**src/rtl/sram_seq_pkg.sv**
```systemverilog
`timescale 1ns/1ps
package sram_seq_pkg;

  typedef enum logic [1:0] {
    ST_IDLE   = 2'd0,
    ST_ACCESS = 2'd1,
    ST_HOLD   = 2'd2,
    ST_RECOV  = 2'd3
  } seq_state_t;

  // Whole clock cycles covering a time in picoseconds, never fewer than one.
  function automatic int ps_to_cycles(input int t_ps, input int clk_ps);
    int c;
    c = (t_ps + clk_ps - 1) / clk_ps;
    return (c < 1) ? 1 : c;
  endfunction

  function automatic int max3(input int a, input int b, input int c);
    int m;
    m = (a > b) ? a : b;
    return (m > c) ? m : c;
  endfunction

endpackage

```
**src/rtl/sram_phase_timer.sv**
```systemverilog
`timescale 1ns/1ps
module sram_phase_timer #(
  parameter int CNT_W = 4
) (
  input  logic             clk,
  input  logic             rst,
  input  logic             load,
  input  logic [CNT_W-1:0] load_val,
  output logic             expired
);
  logic [CNT_W-1:0] cnt;

  always_ff @(posedge clk) begin
    if (rst) begin
      cnt <= '0;
    end else if (load) begin
      cnt <= load_val;
    end else if (cnt != '0) begin
      cnt <= cnt - 1'b1;
    end
  end

  assign expired = (cnt == '0);
endmodule

```
**src/rtl/sram_lane_capture.sv**
```systemverilog
`timescale 1ns/1ps
module sram_lane_capture #(
  parameter int LANES  = 2,
  parameter int LANE_W = 8
) (
  input  logic                    clk,
  input  logic                    rst,
  input  logic                    capture,
  input  logic [LANES-1:0]        lane_en,
  input  logic [LANES*LANE_W-1:0] din,
  output logic [LANES*LANE_W-1:0] q
);
  for (genvar l = 0; l < LANES; l++) begin : g_lane
    always_ff @(posedge clk) begin
      if (rst) begin
        q[l*LANE_W +: LANE_W] <= '0;
      end else if (capture) begin
        q[l*LANE_W +: LANE_W] <= lane_en[l] ? din[l*LANE_W +: LANE_W] : '0;
      end
    end
  end
endmodule

```
**src/rtl/sram_seq_fsm.sv**
```systemverilog
`timescale 1ns/1ps
module sram_seq_fsm
  import sram_seq_pkg::*;
#(
  parameter int ADDR_W  = 16,
  parameter int LANES   = 2,
  parameter int LANE_W  = 8,
  parameter int CNT_W   = 4,
  parameter int WR_CYC  = 2,
  parameter int RD_CYC  = 2,
  parameter int REC_CYC = 1
) (
  input  logic                    clk,
  input  logic                    rst,
  input  logic                    req,
  input  logic                    wr,
  input  logic [ADDR_W-1:0]       addr,
  input  logic [LANES*LANE_W-1:0] wdata,
  input  logic [LANES-1:0]        bmask,
  input  logic                    timer_done,
  output logic                    timer_load,
  output logic [CNT_W-1:0]        timer_val,
  output logic                    capture,
  output logic [LANES-1:0]        lanes_sel,
  output logic [ADDR_W-1:0]       mem_addr,
  output logic                    cs_n,
  output logic                    we_n,
  output logic                    oe_n,
  output logic [LANES-1:0]        be_n,
  output logic [LANES*LANE_W-1:0] dq_o,
  output logic                    dq_oe,
  output logic                    done
);
  seq_state_t       state;
  logic             op_wr;
  logic [LANES-1:0] op_mask;

  assign lanes_sel = op_mask;

  // Timer loads and the read-sample strobe.
  always_comb begin
    timer_load = 1'b0;
    timer_val  = '0;
    capture    = 1'b0;
    case (state)
      ST_IDLE: begin
        if (req) begin
          timer_load = 1'b1;
          timer_val  = wr ? CNT_W'(WR_CYC - 1) : CNT_W'(RD_CYC - 1);
        end
      end
      ST_ACCESS: begin
        if (timer_done && !op_wr) begin
          capture    = 1'b1;
          timer_load = 1'b1;
          timer_val  = CNT_W'(REC_CYC - 1);
        end
      end
      default: ;
    endcase
  end

  always_ff @(posedge clk) begin
    if (rst) begin
      state    <= ST_IDLE;
      op_wr    <= 1'b0;
      op_mask  <= '0;
      mem_addr <= '0;
      cs_n     <= 1'b1;
      we_n     <= 1'b1;
      oe_n     <= 1'b1;
      be_n     <= '1;
      dq_o     <= '0;
      dq_oe    <= 1'b0;
      done     <= 1'b0;
    end else begin
      done <= 1'b0;
      case (state)
        ST_IDLE: begin
          if (req) begin
            op_wr    <= wr;
            op_mask  <= bmask;
            mem_addr <= addr;
            cs_n     <= 1'b0;
            be_n     <= ~bmask;
            we_n     <= ~wr;
            oe_n     <= wr;
            dq_oe    <= wr;
            if (wr) dq_o <= wdata;
            state    <= ST_ACCESS;
          end
        end
        ST_ACCESS: begin
          if (timer_done) begin
            if (op_wr) begin
              we_n  <= 1'b1;
              state <= ST_HOLD;
            end else begin
              cs_n  <= 1'b1;
              oe_n  <= 1'b1;
              be_n  <= '1;
              done  <= 1'b1;
              state <= ST_RECOV;
            end
          end
        end
        ST_HOLD: begin
          cs_n  <= 1'b1;
          be_n  <= '1;
          dq_oe <= 1'b0;
          done  <= 1'b1;
          state <= ST_IDLE;
        end
        ST_RECOV: begin
          if (timer_done) state <= ST_IDLE;
        end
        default: state <= ST_IDLE;
      endcase
    end
  end
endmodule

```
**src/rtl/sram_seq_ctrl.sv**
```systemverilog
`timescale 1ns/1ps
module sram_seq_ctrl
  import sram_seq_pkg::*;
#(
  parameter int ADDR_W    = 16,
  parameter int LANE_W    = 8,
  parameter int CLK_PS    = 5000,
  parameter int T_WP_PS   = 7000,
  parameter int T_DW_PS   = 5000,
  parameter int T_AW_PS   = 7000,
  parameter int T_AA_PS   = 10000,
  parameter int T_OEA_PS  = 5000,
  parameter int T_REL_PS  = 5000
) (
  input  logic                  clk,
  input  logic                  rst,
  input  logic                  req,
  input  logic                  wr,
  input  logic [ADDR_W-1:0]     addr,
  input  logic [2*LANE_W-1:0]   wdata,
  input  logic [1:0]            bmask,
  output logic                  done,
  output logic [2*LANE_W-1:0]   rdata,
  output logic [ADDR_W-1:0]     mem_addr,
  output logic                  mem_cs_n,
  output logic                  mem_we_n,
  output logic                  mem_oe_n,
  output logic                  mem_ub_n,
  output logic                  mem_lb_n,
  output logic [2*LANE_W-1:0]   mem_dq_o,
  output logic                  mem_dq_oe,
  input  logic [2*LANE_W-1:0]   mem_dq_i
);
  localparam int LANES   = 2;
  localparam int WR_CYC  = ps_to_cycles(max3(T_WP_PS, T_DW_PS, T_AW_PS), CLK_PS);
  localparam int RD_CYC  = ps_to_cycles(max3(T_AA_PS, T_OEA_PS, 0), CLK_PS);
  localparam int REC_CYC = ps_to_cycles(T_REL_PS, CLK_PS);
  localparam int MAX_CYC = max3(WR_CYC, RD_CYC, REC_CYC);
  localparam int CNT_W   = $clog2(MAX_CYC) + 1;

  logic             t_load, t_done, cap;
  logic [CNT_W-1:0] t_val;
  logic [LANES-1:0] lanes, be_n;

  sram_phase_timer #(.CNT_W(CNT_W)) u_timer (
    .clk(clk), .rst(rst), .load(t_load), .load_val(t_val), .expired(t_done)
  );

  sram_seq_fsm #(
    .ADDR_W(ADDR_W), .LANES(LANES), .LANE_W(LANE_W), .CNT_W(CNT_W),
    .WR_CYC(WR_CYC), .RD_CYC(RD_CYC), .REC_CYC(REC_CYC)
  ) u_fsm (
    .clk(clk), .rst(rst), .req(req), .wr(wr), .addr(addr), .wdata(wdata),
    .bmask(bmask), .timer_done(t_done), .timer_load(t_load), .timer_val(t_val),
    .capture(cap), .lanes_sel(lanes), .mem_addr(mem_addr), .cs_n(mem_cs_n),
    .we_n(mem_we_n), .oe_n(mem_oe_n), .be_n(be_n), .dq_o(mem_dq_o),
    .dq_oe(mem_dq_oe), .done(done)
  );

  sram_lane_capture #(.LANES(LANES), .LANE_W(LANE_W)) u_cap (
    .clk(clk), .rst(rst), .capture(cap), .lane_en(lanes), .din(mem_dq_i), .q(rdata)
  );

  assign mem_lb_n = be_n[0];
  assign mem_ub_n = be_n[1];
endmodule

```
**config.mk**
```make
export PLATFORM = sky130hd
export DESIGN_NAME = sram_seq_ctrl
export DESIGN_NICKNAME = d
export VERILOG_FILES = /design/src/rtl/sram_seq_pkg.sv /design/src/rtl/sram_phase_timer.sv /design/src/rtl/sram_lane_capture.sv /design/src/rtl/sram_seq_fsm.sv /design/src/rtl/sram_seq_ctrl.sv
export SDC_FILE = /design/constraint.sdc
export NUM_CORES = 1
export LEC_CHECK = 0
export ABC_AREA = 1
export BUFFER_PORTS_ARGS = -buffer_cell sky130_fd_sc_hd__clkbuf_2
export CAP_MARGIN = 40
export CORE_MARGIN = 1
export CORE_UTILIZATION = 46
export DETAILED_ROUTE_END_ITERATION = 8
export PLACE_DENSITY = 0.86
export SYNTH_ARGS = -nofsm -noshare
export SYNTH_HDL_FRONTEND = slang
export SYNTH_SLANG_ARGS = --single-unit
```
**constraint.sdc**
```tcl
create_clock -name clk -period 1.7 [get_ports clk]
set_input_delay 0.085 -clock clk [delete_from_list [all_inputs] [get_ports clk]]
set_output_delay 0.085 -clock clk [all_outputs]
set_load 0.03 [all_outputs]
```
==> run_results.csv <==
group,metric,value,unit
status,status,"completed",
worst_setup_path,r2r_slack,0.16,ns
worst_setup_path,reg2reg_depth,7,
global_routing,antenna_found_initial,0,
min_path,min_to,"u_fsm.mem_addr[2]$_SDFFE_PP0P_",
sta,tns,0,ns
cts,cts_setup_buffers,0,
logic_synthesis,synth.avg_cell_area,7.60,sq um
global_routing,overflow,0,
min_path,min_from,"addr[2]",
drt,routed_wl,6580,microns
power,leakage,1.69,nW
logic_synthesis,synth_top_area_cell,"dfxtp_1",
worst_setup_path,end_kind,"register",
floorplan,fp.dieH,74.6,microns
sta,period_share,90.7,%
sta,fin_hold_ws,0.00874,ns
cells_and_area,layoutNonFillerInstCount,533,
logic_synthesis,syn_area,2420,sq um
place,dpl.hpwl,4280,microns
sta,fin_crit,1.54,ns
sta,slew_headroom,75.3,%
cts,ctsRootBufferMaster,"clkbuf_8",
sta,finClkSkew,0.00526,ns
sta,worst_pin_slew,0.370,ns
logic_synthesis,synth_top_area_share,51.2,%
logic_synthesis,async_flop_share,0,%
logic_synthesis,synthFlopType,"dfxtp_1",
place,gp_congestion,0.862,
sta,hold_viol,0,
cells_and_area,diodes,0,
worst_setup_path,arrival,1.75,ns
sta,setup_viol,0,
sta,slew_viol_final,0,
global_routing,grt_max_degree,44,
worst_setup_path,cp_data_required_time,1.90,ns
cells_and_area,area_delta_synth_final,43.9,%
drt,wl_per_cell,12.3,microns
worst_setup_path,reg2reg_from,"u_fsm.state[1]$_SDFFE_PP0P_",
logic_synthesis,ys_ff_latch,62,
cts,cts_inserted_buffers,9,
floorplan,rows,26,
logic_synthesis,synth_fp_nets,380,
floorplan,boundaryPins,109,
cts,htree_num_levels,3,
logic_synthesis,ys_warn_count,0,
floorplan,start_util,47.8,%
logic_synthesis,netlist_top_cells_count,"nor2_1, dfxtp_1, nand2_1",
power,vdd_drop_max,0.000811,V
run,max_cap_violations,0,
drt,drc,0,
cells_and_area,fin_nets,519,
min_path,hold_class,"in -> reg",
min_path,whs_path_depth,3,
logic_synthesis,synth.distinct_cells,19,
drt,via_count,2610,
place,pre_cts_ws,0.0881,ns
logic_synthesis,synth.most_common_cell,"nor2_1",
global_routing,grt_pass1_vias,2435,
drt,drtPass1Iterations,4,
global_routing,grt_pass1_wl,10400,microns
cts,insertion_delay,0.32,ns
place,portBuffers,108,
floorplan,coreArea,5070,sq um
cts,cts_tree,"done",
worst_setup_path,critPathLaunchType,"register",
sta,setup_ws,0.158,ns
cells_and_area,drive_above_1_share,29.4,%
logic_synthesis,synth_edf_count,0,
cells_and_area,multi_input_area,1040,sq um
floorplan,dieArea,5560,sq um
power,power_density,1580,nW/um^2
place,dp_cells,487,
worst_setup_path,path_class,"reg -> reg",
sta,rsz0062_at_grt,"false",
worst_setup_path,worstPathMaxFanout,17,
logic_synthesis,synth_area_leaders,"dfxtp_1, nor2_1, o21ai_0",
cts,clkTransAtPathRegs,0.07,ns
drt,antenna_left,0,
floorplan,die_width,74.6,microns
worst_setup_path,r2r_end,"u_cap.q[12]$_SDFFE_PP0P_",
logic_synthesis,netlist_instances,319,
cts,numClockSinks,62,
drt,drt_iter0_drc,137,
logic_synthesis,ys_seq_area_share,51.2,%
cts,clk_path_buf_depth,2,
cells_and_area,nFillCells,437,
drt,avgViaCountPerCell,4.90,
sta,fmax,0.649,GHz
cells_and_area,final-seq-area,1240,sq um
worst_setup_path,crit_path_start,"u_fsm.state[1]$_SDFFE_PP0P_",
global_routing,grtUsageTotal,25.0,%
-- cells by family after synthesis --
kind of cell / share of synthesized area (%)
AO/OA/AOI/OAI: 12.7
buffers and inverters: 5.89
adder cells (fa/ha/maj): 3.61
flip-flops: 51.2
AND/OR/NAND/NOR: 26.6
-- worst max-delay path by stage --
stage / to / slack [ns]
floorplan: u_fsm.mem_addr[10]$_SDFFE_PP0P_ / 0.23
global placement: u_cap.q[10]$_SDFFE_PP0P_ / 0.18
detailed placement: u_cap.q[14]$_SDFFE_PP0P_ / 0.09
CTS: u_cap.q[12]$_SDFFE_PP0P_ / 0.08
global route: u_fsm.cs_n$_SDFFE_PP1P_ / 0.03
finish: u_cap.q[12]$_SDFFE_PP0P_ / 0.16
-- routing by layer --
layer / vias to the layer above / part of all wire, % / GRT usage [%]
met5: - / 0 / 0
met4: 0 / 1.1 / 10.3
met3: 6 / 6.4 / 8.27
met2: 99 / 52 / 45.5
met1: 1201 / 41 / 26.3
li1: 1304 / - / -
-- where the power goes --
| part | leakage, nW | internal (mW) | total, mW | switching [mW] |
|---|---|---|---|---|
| clock | 0.0861 | 0.562 | 1.09 | 0.533 |
| combinational | 1.10 | 0.757 | 2.40 | 1.65 |
| sequential | 0.508 | 1.79 | 2.02 | 0.223 |
| total | 1.69 | 3.11 | 5.51 | 2.40 |
-- cells in the final DEF (no fill, tap or decap), drive strengths merged --
cell type,Yosys,layout
nand3,25,25
inv,17,17
a21oi,22,22
ha,7,7
clkbuf,10,120
o21ai,38,38
nand3b,1,1
dfxtp,62,62
nand2,46,46
buf,5,5
nor2,83,83
clkinv,1,4
clkinvlp,0,1
o211ai,1,1
nor3,1,1
dlygate4sd3,0,30
-- worst max-delay path, stage by stage, from the launching register on --
cell and delay, ns:
dfxtp_1 0.35, inv_1 0.12, ha_2 0.28, inv_2 0.07
nor2_1 0.15, nand2_2 0.24, nand2_1 0.13, a21oi_1 0.07
-- what timing repair did --
action / in CTS / in global routing
resized for setup: 0 / 3
setup endpoints to repair: 0 / 16
endpoints found under the hold margin: 30 / 0
hold buffers: 30 / 0
-- registers in the layout (all words and copies together) (netlist names), 2 cells and up --
register         cells
u_cap.q             16
u_fsm.be_n           2
u_fsm.dq_o          16
u_fsm.lanes_sel      2
u_fsm.mem_addr      16
u_fsm.state          2
u_timer.cnt          2
-- layout make-up --
cell class / instances / area share [%]
clock buffers: 12 / 4.16
clock inverters: 4 / 0.646
inverters: 18 / 1.94
multi-input cells: 224 / 30.0
flip-flops and latches: 62 / 35.6
well taps: 70 / 2.51
repair buffers: 143 / 25.2
-- per-stage QoR --
| stage | utilization, % | total power [mW] | cell area, sq um |
|---|---|---|---|
| final | 68.7 | 5.51 | 3490 |
| after global placement | 59.4 | 4.28 | 3010 |
| after detailed placement | 59.4 | 4.35 | 3010 |
| after CTS | 68.6 | 5.51 | 3480 |
| after global routing | 68.7 | 5.93 | 3490 |
| after floorplan | - | 3.75 | 2420 |
(Power assumes the default switching activity.)
